===== config.mk =====
export PLATFORM = sky130hd
export DESIGN_NAME = pwr_wake_ctrl
export DESIGN_NICKNAME = d
export VERILOG_FILES = /design/src/rtl/pwk_pkg.sv /design/src/rtl/pwk_edge_det.sv /design/src/rtl/pwk_wake_arb.sv /design/src/rtl/pwk_timer.sv /design/src/rtl/pwr_wake_ctrl.sv
export SDC_FILE = /design/constraint.sdc
export NUM_CORES = 1
export LEC_CHECK = 0
export BUFFER_PORTS_ARGS = -buffer_cell sky130_fd_sc_hd__buf_2
export CAP_MARGIN = 25
export CORE_UTILIZATION = 40
export CTS_BUF_LIST = sky130_fd_sc_hd__clkbuf_16
export DETAILED_ROUTE_END_ITERATION = 10
export GPL_ROUTABILITY_DRIVEN = 0
export PLACE_DENSITY = 0.63
export SLEW_MARGIN = 20
export SYNTH_ARGS = -nofsm -noshare
export SYNTH_HDL_FRONTEND = slang
export SYNTH_HIERARCHICAL = 1
export SYNTH_SLANG_ARGS = --single-unit

===== constraint.sdc =====
create_clock -name clk -period 7.5 [get_ports clk]
set_clock_uncertainty 0.2 [all_clocks]
set_input_delay 0.375 -clock clk [delete_from_list [all_inputs] [get_ports clk]]
set_output_delay 0.375 -clock clk [all_outputs]
set_load 0.05 [all_outputs]

===== src/rtl/pwk_pkg.sv =====
package pwk_pkg;

    typedef enum logic [1:0] {
        ST_CFG   = 2'd0,
        ST_STALL = 2'd1,
        ST_RUN   = 2'd2,
        ST_HALT  = 2'd3
    } pwk_state_e;

    typedef enum logic [1:0] {
        WK_NONE   = 2'd0,
        WK_RESUME = 2'd1,
        WK_TAKE   = 2'd2
    } pwk_kind_e;

    typedef enum logic [2:0] {
        SRC_NONE = 3'd0,
        SRC_EXT  = 3'd1,
        SRC_WDT  = 3'd2,
        SRC_IRQ  = 3'd3,
        SRC_PORT = 3'd4
    } pwk_src_e;

endpackage


===== src/rtl/pwk_edge_det.sv =====
module pwk_edge_det #(
    parameter int W = 8
) (
    input  logic         clk,
    input  logic         rst_n,
    input  logic [W-1:0] pin_i,
    output logic [W-1:0] fall_o
);
    // per-pin: two synchronizer stages and one history stage
    for (genvar b = 0; b < W; b++) begin : g_pin
        logic s1_q, s2_q, prev_q;
        logic s1_d, s2_d, prev_d;

        always_comb begin
            s1_d   = pin_i[b];
            s2_d   = s1_q;
            prev_d = s2_q;
        end

        always_ff @(posedge clk or negedge rst_n) begin
            if (!rst_n) begin
                s1_q   <= 1'b0;
                s2_q   <= 1'b0;
                prev_q <= 1'b0;
            end else begin
                s1_q   <= s1_d;
                s2_q   <= s2_d;
                prev_q <= prev_d;
            end
        end

        assign fall_o[b] = prev_q & ~s2_q;
    end
endmodule


===== src/rtl/pwk_wake_arb.sv =====
module pwk_wake_arb
    import pwk_pkg::*;
#(
    parameter int NIRQ = 4,
    parameter int PW   = 8
) (
    input  logic            ext_i,
    input  logic            wdt_i,
    input  logic [NIRQ-1:0] irq_new_i,
    input  logic [NIRQ-1:0] irq_en_i,
    input  logic            stack_full_i,
    input  logic [PW-1:0]   fall_i,
    input  logic [PW-1:0]   port_en_i,
    output pwk_src_e        src_o,
    output logic            take_o
);
    always_comb begin
        if (ext_i)                       src_o = SRC_EXT;
        else if (wdt_i)                  src_o = SRC_WDT;
        else if (|irq_new_i)             src_o = SRC_IRQ;
        else if (|(fall_i & port_en_i))  src_o = SRC_PORT;
        else                             src_o = SRC_NONE;
        take_o = (|(irq_new_i & irq_en_i)) && !stack_full_i;
    end
endmodule


===== src/rtl/pwk_timer.sv =====
module pwk_timer #(
    parameter int          CW      = 11,
    parameter logic [CW-1:0] RST_VAL = '0
) (
    input  logic          clk,
    input  logic          rst_n,
    input  logic          load_i,
    input  logic [CW-1:0] val_i,
    output logic          done_o
);
    logic [CW-1:0] cnt_q, cnt_d;

    always_comb begin
        cnt_d = cnt_q;
        if (load_i)            cnt_d = val_i;
        else if (cnt_q != '0)  cnt_d = cnt_q - 1'b1;
    end

    always_ff @(posedge clk or negedge rst_n) begin
        if (!rst_n) cnt_q <= RST_VAL;
        else        cnt_q <= cnt_d;
    end

    assign done_o = (cnt_q == '0);
endmodule


===== src/rtl/pwr_wake_ctrl.sv =====
module pwr_wake_ctrl
    import pwk_pkg::*;
#(
    parameter int PORT_W    = 8,
    parameter int NUM_IRQ   = 4,
    parameter int STALL_CYC = 1024,
    parameter int CFG_CYC   = 16
) (
    input  logic               clk,
    input  logic               rst_n,
    input  logic               halt_i,
    input  logic               clr_wdt_i,
    input  logic               ext_rst_i,
    input  logic               wdt_ovf_i,
    input  logic [PORT_W-1:0]  port_i,
    input  logic [PORT_W-1:0]  port_wake_en_i,
    input  logic [NUM_IRQ-1:0] irq_req_i,
    input  logic [NUM_IRQ-1:0] irq_en_i,
    input  logic               stack_full_i,
    output logic               osc_en_o,
    output logic               core_run_o,
    output logic               full_rst_o,
    output logic               warm_rst_o,
    output logic               wdt_clr_o,
    output logic               irq_take_o,
    output logic               resume_o,
    output logic               to_o,
    output logic               pdf_o
);
    localparam int CNT_W = $clog2(STALL_CYC) + 1;
    localparam logic [CNT_W-1:0] STALL_LD = CNT_W'(STALL_CYC - 1);
    localparam logic [CNT_W-1:0] CFG_LD   = CNT_W'(CFG_CYC - 1);

    typedef struct packed {
        pwk_state_e         st;
        pwk_kind_e          kind;
        logic               to;
        logic               pdf;
        logic [NUM_IRQ-1:0] pend;
        logic               warm;
        logic               wclr;
        logic               take;
        logic               res;
    } ctl_t;

    localparam ctl_t CTL_RST = '{
        st: ST_CFG, kind: WK_NONE, to: 1'b0, pdf: 1'b0, pend: '0,
        warm: 1'b0, wclr: 1'b0, take: 1'b0, res: 1'b0
    };

    ctl_t               cur_q, nxt_d;
    logic               tmr_load;
    logic [CNT_W-1:0]   tmr_val;
    logic               tmr_done;
    logic [PORT_W-1:0]  port_fall;
    logic [NUM_IRQ-1:0] irq_new;
    pwk_src_e           wake_src;
    logic               wake_take;

    pwk_edge_det #(.W(PORT_W)) u_edge (
        .clk    (clk),
        .rst_n  (rst_n),
        .pin_i  (port_i),
        .fall_o (port_fall)
    );

    assign irq_new = irq_req_i & ~cur_q.pend;

    pwk_wake_arb #(.NIRQ(NUM_IRQ), .PW(PORT_W)) u_arb (
        .ext_i        (ext_rst_i),
        .wdt_i        (wdt_ovf_i),
        .irq_new_i    (irq_new),
        .irq_en_i     (irq_en_i),
        .stack_full_i (stack_full_i),
        .fall_i       (port_fall),
        .port_en_i    (port_wake_en_i),
        .src_o        (wake_src),
        .take_o       (wake_take)
    );

    pwk_timer #(.CW(CNT_W), .RST_VAL(CFG_LD)) u_tmr (
        .clk    (clk),
        .rst_n  (rst_n),
        .load_i (tmr_load),
        .val_i  (tmr_val),
        .done_o (tmr_done)
    );

    always_comb begin
        nxt_d      = cur_q;
        nxt_d.warm = 1'b0;
        nxt_d.wclr = 1'b0;
        nxt_d.take = 1'b0;
        nxt_d.res  = 1'b0;
        tmr_load   = 1'b0;
        tmr_val    = CFG_LD;

        unique case (cur_q.st)
            ST_CFG, ST_STALL: begin
                if (ext_rst_i) begin
                    nxt_d.st = ST_CFG;
                    tmr_load = 1'b1;
                end else if (wdt_ovf_i) begin
                    nxt_d.st = ST_CFG;
                    nxt_d.to = 1'b1;
                    tmr_load = 1'b1;
                end else if (tmr_done) begin
                    if (cur_q.st == ST_CFG) begin
                        nxt_d.st = ST_STALL;
                        tmr_load = 1'b1;
                        tmr_val  = STALL_LD;
                    end else begin
                        nxt_d.st   = ST_RUN;
                        nxt_d.take = (cur_q.kind == WK_TAKE);
                        nxt_d.res  = (cur_q.kind == WK_RESUME);
                        nxt_d.kind = WK_NONE;
                    end
                end
            end
            ST_RUN: begin
                if (ext_rst_i) begin
                    nxt_d.st = ST_CFG;
                    tmr_load = 1'b1;
                end else if (wdt_ovf_i) begin
                    nxt_d.st = ST_CFG;
                    nxt_d.to = 1'b1;
                    tmr_load = 1'b1;
                end else if (halt_i) begin
                    nxt_d.st   = ST_HALT;
                    nxt_d.pdf  = 1'b1;
                    nxt_d.to   = 1'b0;
                    nxt_d.wclr = 1'b1;
                    nxt_d.pend = irq_req_i;
                end else if (clr_wdt_i) begin
                    nxt_d.pdf  = 1'b0;
                    nxt_d.wclr = 1'b1;
                end
            end
            ST_HALT: begin
                nxt_d.pend = cur_q.pend & irq_req_i;
                unique case (wake_src)
                    SRC_EXT: begin
                        nxt_d.st  = ST_CFG;
                        nxt_d.to  = 1'b0;
                        nxt_d.pdf = 1'b1;
                        tmr_load  = 1'b1;
                    end
                    SRC_WDT: begin
                        nxt_d.st   = ST_STALL;
                        nxt_d.to   = 1'b1;
                        nxt_d.pdf  = 1'b1;
                        nxt_d.warm = 1'b1;
                        nxt_d.kind = WK_NONE;
                        tmr_load   = 1'b1;
                        tmr_val    = STALL_LD;
                    end
                    SRC_IRQ: begin
                        nxt_d.st   = ST_STALL;
                        nxt_d.kind = wake_take ? WK_TAKE : WK_RESUME;
                        tmr_load   = 1'b1;
                        tmr_val    = STALL_LD;
                    end
                    SRC_PORT: begin
                        nxt_d.st   = ST_STALL;
                        nxt_d.kind = WK_RESUME;
                        tmr_load   = 1'b1;
                        tmr_val    = STALL_LD;
                    end
                    default: ;
                endcase
            end
            default: ;
        endcase
    end

    always_ff @(posedge clk or negedge rst_n) begin
        if (!rst_n) cur_q <= CTL_RST;
        else        cur_q <= nxt_d;
    end

    assign osc_en_o   = (cur_q.st != ST_HALT);
    assign core_run_o = (cur_q.st == ST_RUN);
    assign full_rst_o = (cur_q.st == ST_CFG);
    assign warm_rst_o = cur_q.warm;
    assign wdt_clr_o  = cur_q.wclr;
    assign irq_take_o = cur_q.take;
    assign resume_o   = cur_q.res;
    assign to_o       = cur_q.to;
    assign pdf_o      = cur_q.pdf;
endmodule


# Yosys cells after proc, flatten, opt, wreduce, memory -nomap -nowiden
# Cells that the tools add are included.
# totals
reg_bits	49
out_inout_bits	9
in_bits	31
elab_cells	158
# classes
n_addsub	1
bitwise	21
n_mux	58
n_eq_ne	25
n_reduce_logical	19
# op_table
operator	n
10-bit two-way mux	5
2-bit two-way mux	14
11-bit two-way mux	2
10-bit case mux with 2 select lines	1
1-bit two-way mux	19
2-bit inequality test (second input constant)	9
3-bit two-way mux	5
4-bit bitwise AND	3
2-bit case mux with 2 select lines	3
2-bit case mux with 3 select lines	2
4-bit OR reduction	3
11-bit logical NOT	1
11-bit nonzero test	1
11-bit by 1-bit subtractor with 11-bit output (second input constant)	1
5-bit case mux with 2 select lines	1
5-bit AND reduction	2
1-bit bitwise AND	8
8-bit bitwise AND	1
4-bit two-way mux	2
4-bit inequality test (second input constant)	2
1-bit inverter	8
8-bit OR reduction	1
2-bit == test (second input constant)	3
3-bit by 2-bit == test with 1-bit output (second input constant)	2
other kinds (20)	25

# Logic depth before layout (Yosys ltp)
# Gate-level depths: netlist (run 1).
# depth
depth_word	13
mapped_depth	12
ltp_nobuf	9

# Cells and area by module
# The synthesis (run 1) kept the hierarchy.
# modules_own_cells
mod	instances	area_each_um2	cells_each	seq_area_each_um2
pwr_wake_ctrl	1	794.5	89	350.3
pwk_edge_det	1	710.7	32	600.6
pwk_timer	1	679.4	68	280.3
pwk_wake_arb	1	96.3	13	0.0

# Worst setup path before layout (run 1)
# Ideal clock, no wire load.
# synth_path
kind	flip-flop to flip-flop
start	register u_tmr.cnt_q[0]
end	register u_tmr.cnt_q[10]
t_arrival_ns	2.135
required_time_ns	7.163
setup_ns	0.137
synth_period_minus_slack_ns	2.472
path_slack_ns	5.028
path_stages_with_launch	12
n_path_buf	3
cell_sequence	dfstp_2 > inv_1 > ha_1 > nor2b_1 > and3_1 > buf_6 > nand2b_1 > a21o_1 > o221ai_1 > buf_2 > buf_1 > o21ai_0
# synth_between
elab_chain_len	6
word_cells_on_any_way	10
classes_between	add/sub: 1; mux: 6; reduce/logical: 3
# synth_lines
element	line	rtl
start, declared	pwk_timer.sv:11	logic [CW-1:0] cnt_q, cnt_d;
start signal, assigned	pwk_timer.sv:21	else cnt_q <= cnt_d;
11-bit logical NOT *	pwk_timer.sv:24	assign done_o = (cnt_q == '0);
named net tmr_done	pwr_wake_ctrl.sv:54	logic tmr_done;
1-bit two-way mux *	pwr_wake_ctrl.sv:107	end else if (tmr_done) begin
1-bit two-way mux *	pwr_wake_ctrl.sv:103	end else if (wdt_ovf_i) begin
1-bit two-way mux *	pwr_wake_ctrl.sv:100	if (ext_rst_i) begin
1-bit case mux with 3 select lines *	pwr_wake_ctrl.sv:98	unique case (cur_q.st)
named net tmr_load	pwr_wake_ctrl.sv:52	logic tmr_load;
11-bit two-way mux or 2-bit nonzero test (tied branches)	-	
# The timed path passes the listed nets; every way through them passes the cells marked *. The select of a mux whose other input is x is not followed.
# A chain may end at the register's enable or synchronous reset.

# Worst setup path after layout (run 1)
# layout_path
start	register u_tmr.cnt_q[0]
end	register u_tmr.cnt_q[8]
# Same word-level chain as after synthesis.

==> run_results.csv, run 1 <==
group,metric,value,unit
logic_synthesis,postSynth.asyncResetShare,100,%
timing,min_period,2.76,ns
setup_path,timing.reg2reg.worst_path_depth,10,
floorplan,die_w,77.5,µm
cts,maximum_level_of_the_cts_h_tree,2,
timing,slew_headroom,58.1,%
grt,grt_start_max_net_pins,50,
cells_and_area,stdcell_area,2780,µm²
floorplan,floorplan.rows,27,
floorplan,die_h,77.5,µm
cts,cts-root-to-sink-buffers,2,
logic_synthesis,synth-main-ff-cell,"dfrtp_1",
logic_synthesis,synth_area_leaders,"dfrtp_1 49%, nor2b_4 4.8%, dfstp_2 4.6%",
worst_hold_path,hold_path.class,"input port to async pin",
setup_path,cp_slowest_cell,"and3_1",
setup_path,timing.critical_path.buf_inv,2,
logic_synthesis,netlist_area,2280,µm²
timing,tightest_pin_transition,0.626,ns
cts,cts.clk_slew.worst_paths,0.07,ns
power,vdd_ir_drop_max,0.0971,mV
cts,worstSkewPairLatency,0.29,ns
timing,finalWorstSetupSlack,4.74,ns
setup_path,worstSetupEndpointType,"register",
setup_path,timing.critical_path.required,7.48,ns
cts,cts_made_buffers,5,
setup_path,critical_path.startpoint_type,"register",
cells_and_area,synthToLayoutAreaGrowth,21.9,%
cells_and_area,final-seq-area,1230,µm²
logic_synthesis,synth_edf_count,0,
grt,total_congestion_overflow,0,
placed_design,dpl.cell_count,311,
floorplan,floorplan.io_pins,40,
placed_design,postPlaceCellArea,2550,µm²
detailed_routing,vias,1630,
timing,setup-tns-final,0,ns
cells_and_area,most_common_cell_after_layout_fill_and_taps_aside,"dfrtp_1",
power,leakagePower,1.26,nW
floorplan,fp.dieArea,6010,µm²
setup_path,r2r_setup_slack,4.74,ns
logic_synthesis,sequential_fraction_of_the_synthesis_area,54.0,%
cells_and_area,drive_gt1_share,27.5,%
logic_synthesis,post_synth_num_cell_types,52,
logic_synthesis,yosys.area.top_type,"dfrtp_1",
timing,slew_violations,0,
grt,number_of_global_route_vias_before_repair,1639,
cells_and_area,design.final.nets,286,
setup_path,worst_path_largest_cell_delay,0.45,ns
grt,global_route.usage.total,15.4,%
status,outcome,"finished, violations left",
detailed_routing,drt-vias-per-instance,4.98,
cts,cts_root_buf,"clkbuf_16",
flow_run,cap_violations,0,
setup_path,path_delay_family,"simple AND/OR/NAND/NOR gates",
setup_path,startpoint,"u_tmr/cnt_q[0]",
detailed_routing,ant_nets,0,
timing,grt_setup_unrepaired,"no",
cts,cts_setup_buffers,0,
cells_and_area,mostFrequentLayoutCells,"45 x dfrtp_1, 39 x buf_2, 16 x nand2_1, 13 x o21ai_0, 12 x a22oi_1",
detailed_routing,drtIter0Drc,116,
cts,num_clock_sinks,49,
cells_and_area,instances_no_fill,327,
setup_path,timing.critical_path.cells,"inv_1 -> ha_1 -> nor2b_1 -> and3_1 -> nand2b_1 -> a21o_1 -> o221ai_1 -> buf_4 -> nor2b_1 -> a221o_1",
timing,clock.fmax,362,MHz
cts,postCtsResizedCells,0,
logic_synthesis,synth_top_area_share,49.4,%
cells_and_area,num-fill-cells,516,
setup_path,setup.worst_path.class,"register to register",
detailed_routing,routed_wl,4.07,mm
logic_synthesis,synth_area_per_inst,11.3,µm²
timing,finalHoldViolCount,43,
grt,grt_first_pass_wirelength,7.24,mm
status,violated_checks,"negative hold slack",
setup_path,highest_fanout_seen_on_the_critical_path,21,
placed_design,placement.io_buffers,39,
timing,hold-worst-slack,-0.0229,ns
logic_synthesis,ys_warn_count,6,
setup_path,crit_path_most_repeated_cell,"nor2b_1",
grt,grt_antenna_before_repair,0,
cts,cts_tree,"yes",
timing,setup_violations,0,
placed_design,dp.final_hpwl,2.80,mm
placed_design,pre_cts_ws,4.68,ns
cells_and_area,total_area_of_multi_input_combinational_cells,1000,µm²
setup_path,number_of_gates_on_the_worst_path_with_buffers_counted,10,
power,power.density,201,nW/µm²
floorplan,start_util,41.4,%
cells_and_area,post-route-util,50.5,%
detailed_routing,drt_drc_violations_left,0,
cells_and_area,antenna-diode-count,0,
detailed_routing,avgRoutedWirePerCell,12.4,µm
logic_synthesis,syn_inst,202,
setup_path,worstPathArrival,2.74,ns
setup_path,r2r-start,"u_tmr/cnt_q[0]",
timing,final_cycle_utilization_of_the_critical_path,36.8,%
floorplan,core_area,5510,µm²
logic_synthesis,synth-seq-cells,49,
detailed_routing,detail_route.first_pass.iterations,5,
## cells by family after synthesis
logic type	Yosys count	synth area share, %
AO/OA/AOI/OAI	55	16.5
XOR/XNOR	7	2.69
adder cells (fa/ha/maj)	1	0.548
buffers and inverters	12	2.47
flip-flops	49	54.0
multiplexers	4	2.08
other	2	0.329
AND/OR/NAND/NOR	72	21.4
## path summary, 6_finish.rpt
check,end
setup / recovery,u_tmr/cnt_q[8]
hold / removal,u_edge/g_pin[1].prev_d
setup reg to reg,u_tmr/cnt_q[8]
hold reg to reg,u_edge/g_pin[0].prev_d
max in group asynchronous,cur_q[13]
min in group clk,cur_q[7]
## synth_stat cells, types with 2 or more instances
| cell | instances |
|---|---|
| a21o_1 | 3 |
| a21oi_1 | 8 |
| a22o_1 | 2 |
| a22oi_1 | 12 |
| a31oi_1 | 2 |
| and3_1 | 2 |
| buf_1 | 2 |
| buf_2 | 3 |
| conb_1 | 2 |
| dfrtp_1 | 45 |
| dfstp_2 | 4 |
| inv_1 | 5 |
| mux2_2 | 2 |
| nand2_1 | 16 |
| nand2b_1 | 6 |
| nand3_1 | 2 |
| nand3b_1 | 2 |
| nor2_1 | 11 |
| nor2b_1 | 8 |
| nor2b_4 | 8 |
| nor3_1 | 3 |
| nor3b_1 | 2 |
| nor4_1 | 3 |
| nor4_4 | 2 |
| o21ai_0 | 13 |
| o21ai_2 | 2 |
| o31ai_1 | 2 |
| xnor2_1 | 5 |
| xor2_1 | 2 |
## routing by layer
layer  up-vias  track usage, %  share of wire [%]
met5         -               0                  0
met4         0            4.53                1.2
met3         6            4.35                4.1
met2        35            26.8                 48
met1       774            18.6                 47
li1        815               -                  -
## sequential cells by signal, summed over array words and instances, names as in the netlist, 8 cells and up
signal               flops
cur_q                    8
u_edge/g_pin.prev_d      8
u_edge/g_pin.prev_q      8
u_edge/g_pin.s1_q        8
u_tmr/cnt_q             11
## layout make-up
cell class              instances  area share (%)
well taps                      72            3.24
clock inverters                 3           0.720
multi-input cells             144            36.1
inverters                       5           0.675
flip-flops and latches         49            44.3
clock buffers                   5            4.50
repair buffers                 49            10.4
## per-stage QoR
| stage | hold WS [ns] | power [mW] |
|---|---|---|
| after floorplan | -0.121 | 0.319 |
| after global placement | 0.134 | 0.339 |
| after detailed placement | 0.135 | 0.340 |
| after CTS | 0.0125 | 0.567 |
| after global routing | 0.0528 | 0.588 |
| final | -0.0229 | 0.559 |
## what timing repair did
item                                   in CTS  in global routing
setup endpoints to repair                   0                  0
endpoints found under the hold margin       8                  0
hold buffers                                8                  0
## report_power, final
group | internal (mW) | switching [mW]
clock network | 0.124 | 0.0987
registers | 0.276 | 0.00734
logic | 0.0266 | 0.0273
total | 0.426 | 0.133
## worst reg2reg max path, cell delays in order (launching register included)
cell      delay [ns]
dfstp_2         0.37
inv_1           0.08
ha_1            0.21
nor2b_1         0.31
and3_1          0.45
nand2b_1        0.14
a21o_1          0.17
o221ai_1        0.06
buf_4           0.27
nor2b_1         0.07
a221o_1         0.31
No activity file was read; power rests on OpenSTA's default activity.
==> inputs of run 2 (changes only) <==
- clock period: 7.5 -> 2.55 ns (I/O delays scaled with it)
==> run_results.csv, run 2 (synthesized netlist as in run 1, its figures left out) <==
group,metric,value,unit
status,outcome,"completed",
setup_path,cp_slowest_cell,"dfrtp_1",
power,switching_power,0.409,mW
power,comb_power_share,10.3,%
grt,grt_first_pass_wirelength,7.75,mm
detailed_routing,drt-vias-per-instance,5.13,
cells_and_area,num-fill-cells,483,
cells_and_area,mostFrequentLayoutCells,"45 x dfrtp_1, 40 x buf_2, 16 x nand2_1, 14 x buf_4, 13 x dlygate4sd3_1",
floorplan,fp.dieArea,6010,µm²
timing,setup_violations,0,
power,power.density,591,nW/µm²
cts,worstSkewPairLatency,0.29,ns
cts,cts_tree,"yes",
detailed_routing,detail_route.first_pass.iterations,4,
grt,total_congestion_overflow,0,
cells_and_area,antenna-diode-count,0,
placed_design,pre_cts_ws,0.0662,ns
power,internal-power,1.38,mW
grt,grt_antenna_before_repair,0,
cells_and_area,design.final.nets,305,
floorplan,start_util,41.4,%
cts,cts_made_buffers,5,
detailed_routing,avgRoutedWirePerCell,13.4,µm
cts,cts_root_buf,"clkbuf_16",
detailed_routing,drt_drc_violations_left,0,
power,clk_network_pwr_share,43.0,%
placed_design,dp.final_hpwl,3.13,mm
detailed_routing,drtIter0Drc,72,
setup_path,worstSetupEndpointType,"register",
worst_hold_path,hold_path.class,"input port to register",
setup_path,timing.critical_path.cells,"nor2b_4 -> nor4_4 -> and2b_1 -> and3b_2 -> or3b_4 -> a21o_1 -> a21oi_1 -> buf_4 -> a221o_1",
cts,num_clock_sinks,49,
cells_and_area,synthToLayoutAreaGrowth,32.4,%
timing,tightest_pin_transition,0.575,ns
timing,hold-worst-slack,0.00302,ns
cells_and_area,max_flop_register,"u_tmr/cnt_q",
cells_and_area,total_area_of_multi_input_combinational_cells,1060,µm²
cts,cts-root-to-sink-buffers,2,
floorplan,floorplan.rows,27,
floorplan,core_area,5510,µm²
timing,clock.fmax,396,MHz
setup_path,setup.worst_path.class,"register to register",
cts,maximum_level_of_the_cts_h_tree,2,
timing,slew_headroom,61.6,%
setup_path,highest_fanout_seen_on_the_critical_path,6,
timing,finalHoldViolCount,0,
setup_path,timing.critical_path.required,2.58,ns
power,switching_share,22.9,%
detailed_routing,routed_wl,4.65,mm
floorplan,die_h,77.5,µm
timing,slew_violations,0,
timing,min_period,2.53,ns
setup_path,critical_path.startpoint_type,"register",
detailed_routing,vias,1775,
timing,finalWorstSetupSlack,0.0248,ns
power,vdd_ir_drop_max,0.329,mV
setup_path,worstPathArrival,2.55,ns
power,leakagePower,1.38,nW
cells_and_area,largest_reg_flops,11,
grt,number_of_global_route_vias_before_repair,1783,
timing,grt_setup_unrepaired,"yes",
cts,cts.clk_slew.worst_paths,0.07,ns
cells_and_area,drive_gt1_share,35.4,%
flow_run,cap_violations,0,
timing,setup-tns-final,0,ns
power,power_frac_seq,46.7,%
floorplan,die_w,77.5,µm
grt,grt_start_max_net_pins,26,
floorplan,floorplan.io_pins,40,
detailed_routing,ant_nets,0,
placed_design,placement.io_buffers,39,
cells_and_area,final-seq-area,1230,µm²
setup_path,worst_path_largest_cell_delay,0.40,ns
cells_and_area,most_common_cell_after_layout_fill_and_taps_aside,"dfrtp_1",
timing,final_cycle_utilization_of_the_critical_path,99.0,%
grt,global_route.usage.total,16.5,%
run 2: per-stage QoR:
| step | power (mW) | cells | area, µm² | utilization [%] |
|---|---|---|---|---|
| final | 1.79 | 346 | 3020 | 54.9 |
| after global routing | 1.86 | 346 | 3020 | 54.9 |
| after CTS | 1.80 | 342 | 2950 | 53.6 |
| after detailed placement | 1.01 | 321 | 2630 | 47.8 |
| after global placement | 1.01 | 321 | 2630 | 47.8 |
| after floorplan | 0.938 | 205 | 2290 | - |
run 2: layout make-up:
| class | instances | share of cell area [%] |
|---|---|---|
| clock buffer | 5 | 4.14 |
| clock inverter | 3 | 1.66 |
| inverter | 5 | 0.621 |
| multi-input combinational | 144 | 35.0 |
| sequential | 49 | 40.8 |
| tap | 72 | 2.98 |
| timing repair buffer | 68 | 14.8 |
run 2: layer usage:
metal  track usage (%)  vias to the layer above  wire length (µm)
li1                  -                      859                 -
met1              18.9                      873              2060
met2              29.8                       36              2350
met3              3.41                        7               158
met4              6.79                        0                79
met5                 0                        -                 0
run 2: path summary, 6_finish.rpt:
check | startpoint | end | slack, ns | cells past startpoint
max | cur_q[7] | u_tmr/cnt_q[8] | 0.02 | 9
min | clr_wdt_i | wdt_clr_o | 0.003 | 3
max reg2reg | cur_q[7] | u_tmr/cnt_q[8] | 0.02 | 9
min reg2reg | u_edge/g_pin[7].s1_q | u_edge/g_pin[7].prev_d | 0.15 | 0
max in group asynchronous | rst_n | u_tmr/cnt_q[0] | 1.30 | 3
min in group asynchronous | rst_n | u_edge/g_pin[1].prev_q | 0.17 | 2
run 2: timing repair:
action	4_1_cts	5_1_grt
hold buffers	13	0
endpoints found under the hold margin	33	0
buffers inserted	0	3
gates cloned	0	1
gates resized for setup	4	12
endpoints found under the setup margin	1	9
pin swaps	0	6
run 2: critical path, delay by kind of cell (launching register included):
kind            cells  cell delay [ns]
simple gates        5             1.18
compound gates      3             0.51
buf+inv             1             0.16
flops               1             0.40
run 2: power groups by stage:
stage	sequential (mW)	combinational (mW)	clock (mW)
detailed placement	0.848	0.163	0
CTS	0.834	0.182	0.789
floorplan	0.850	0.0876	0
global placement	0.846	0.160	0
finish	0.833	0.184	0.768
global route	0.836	0.206	0.817
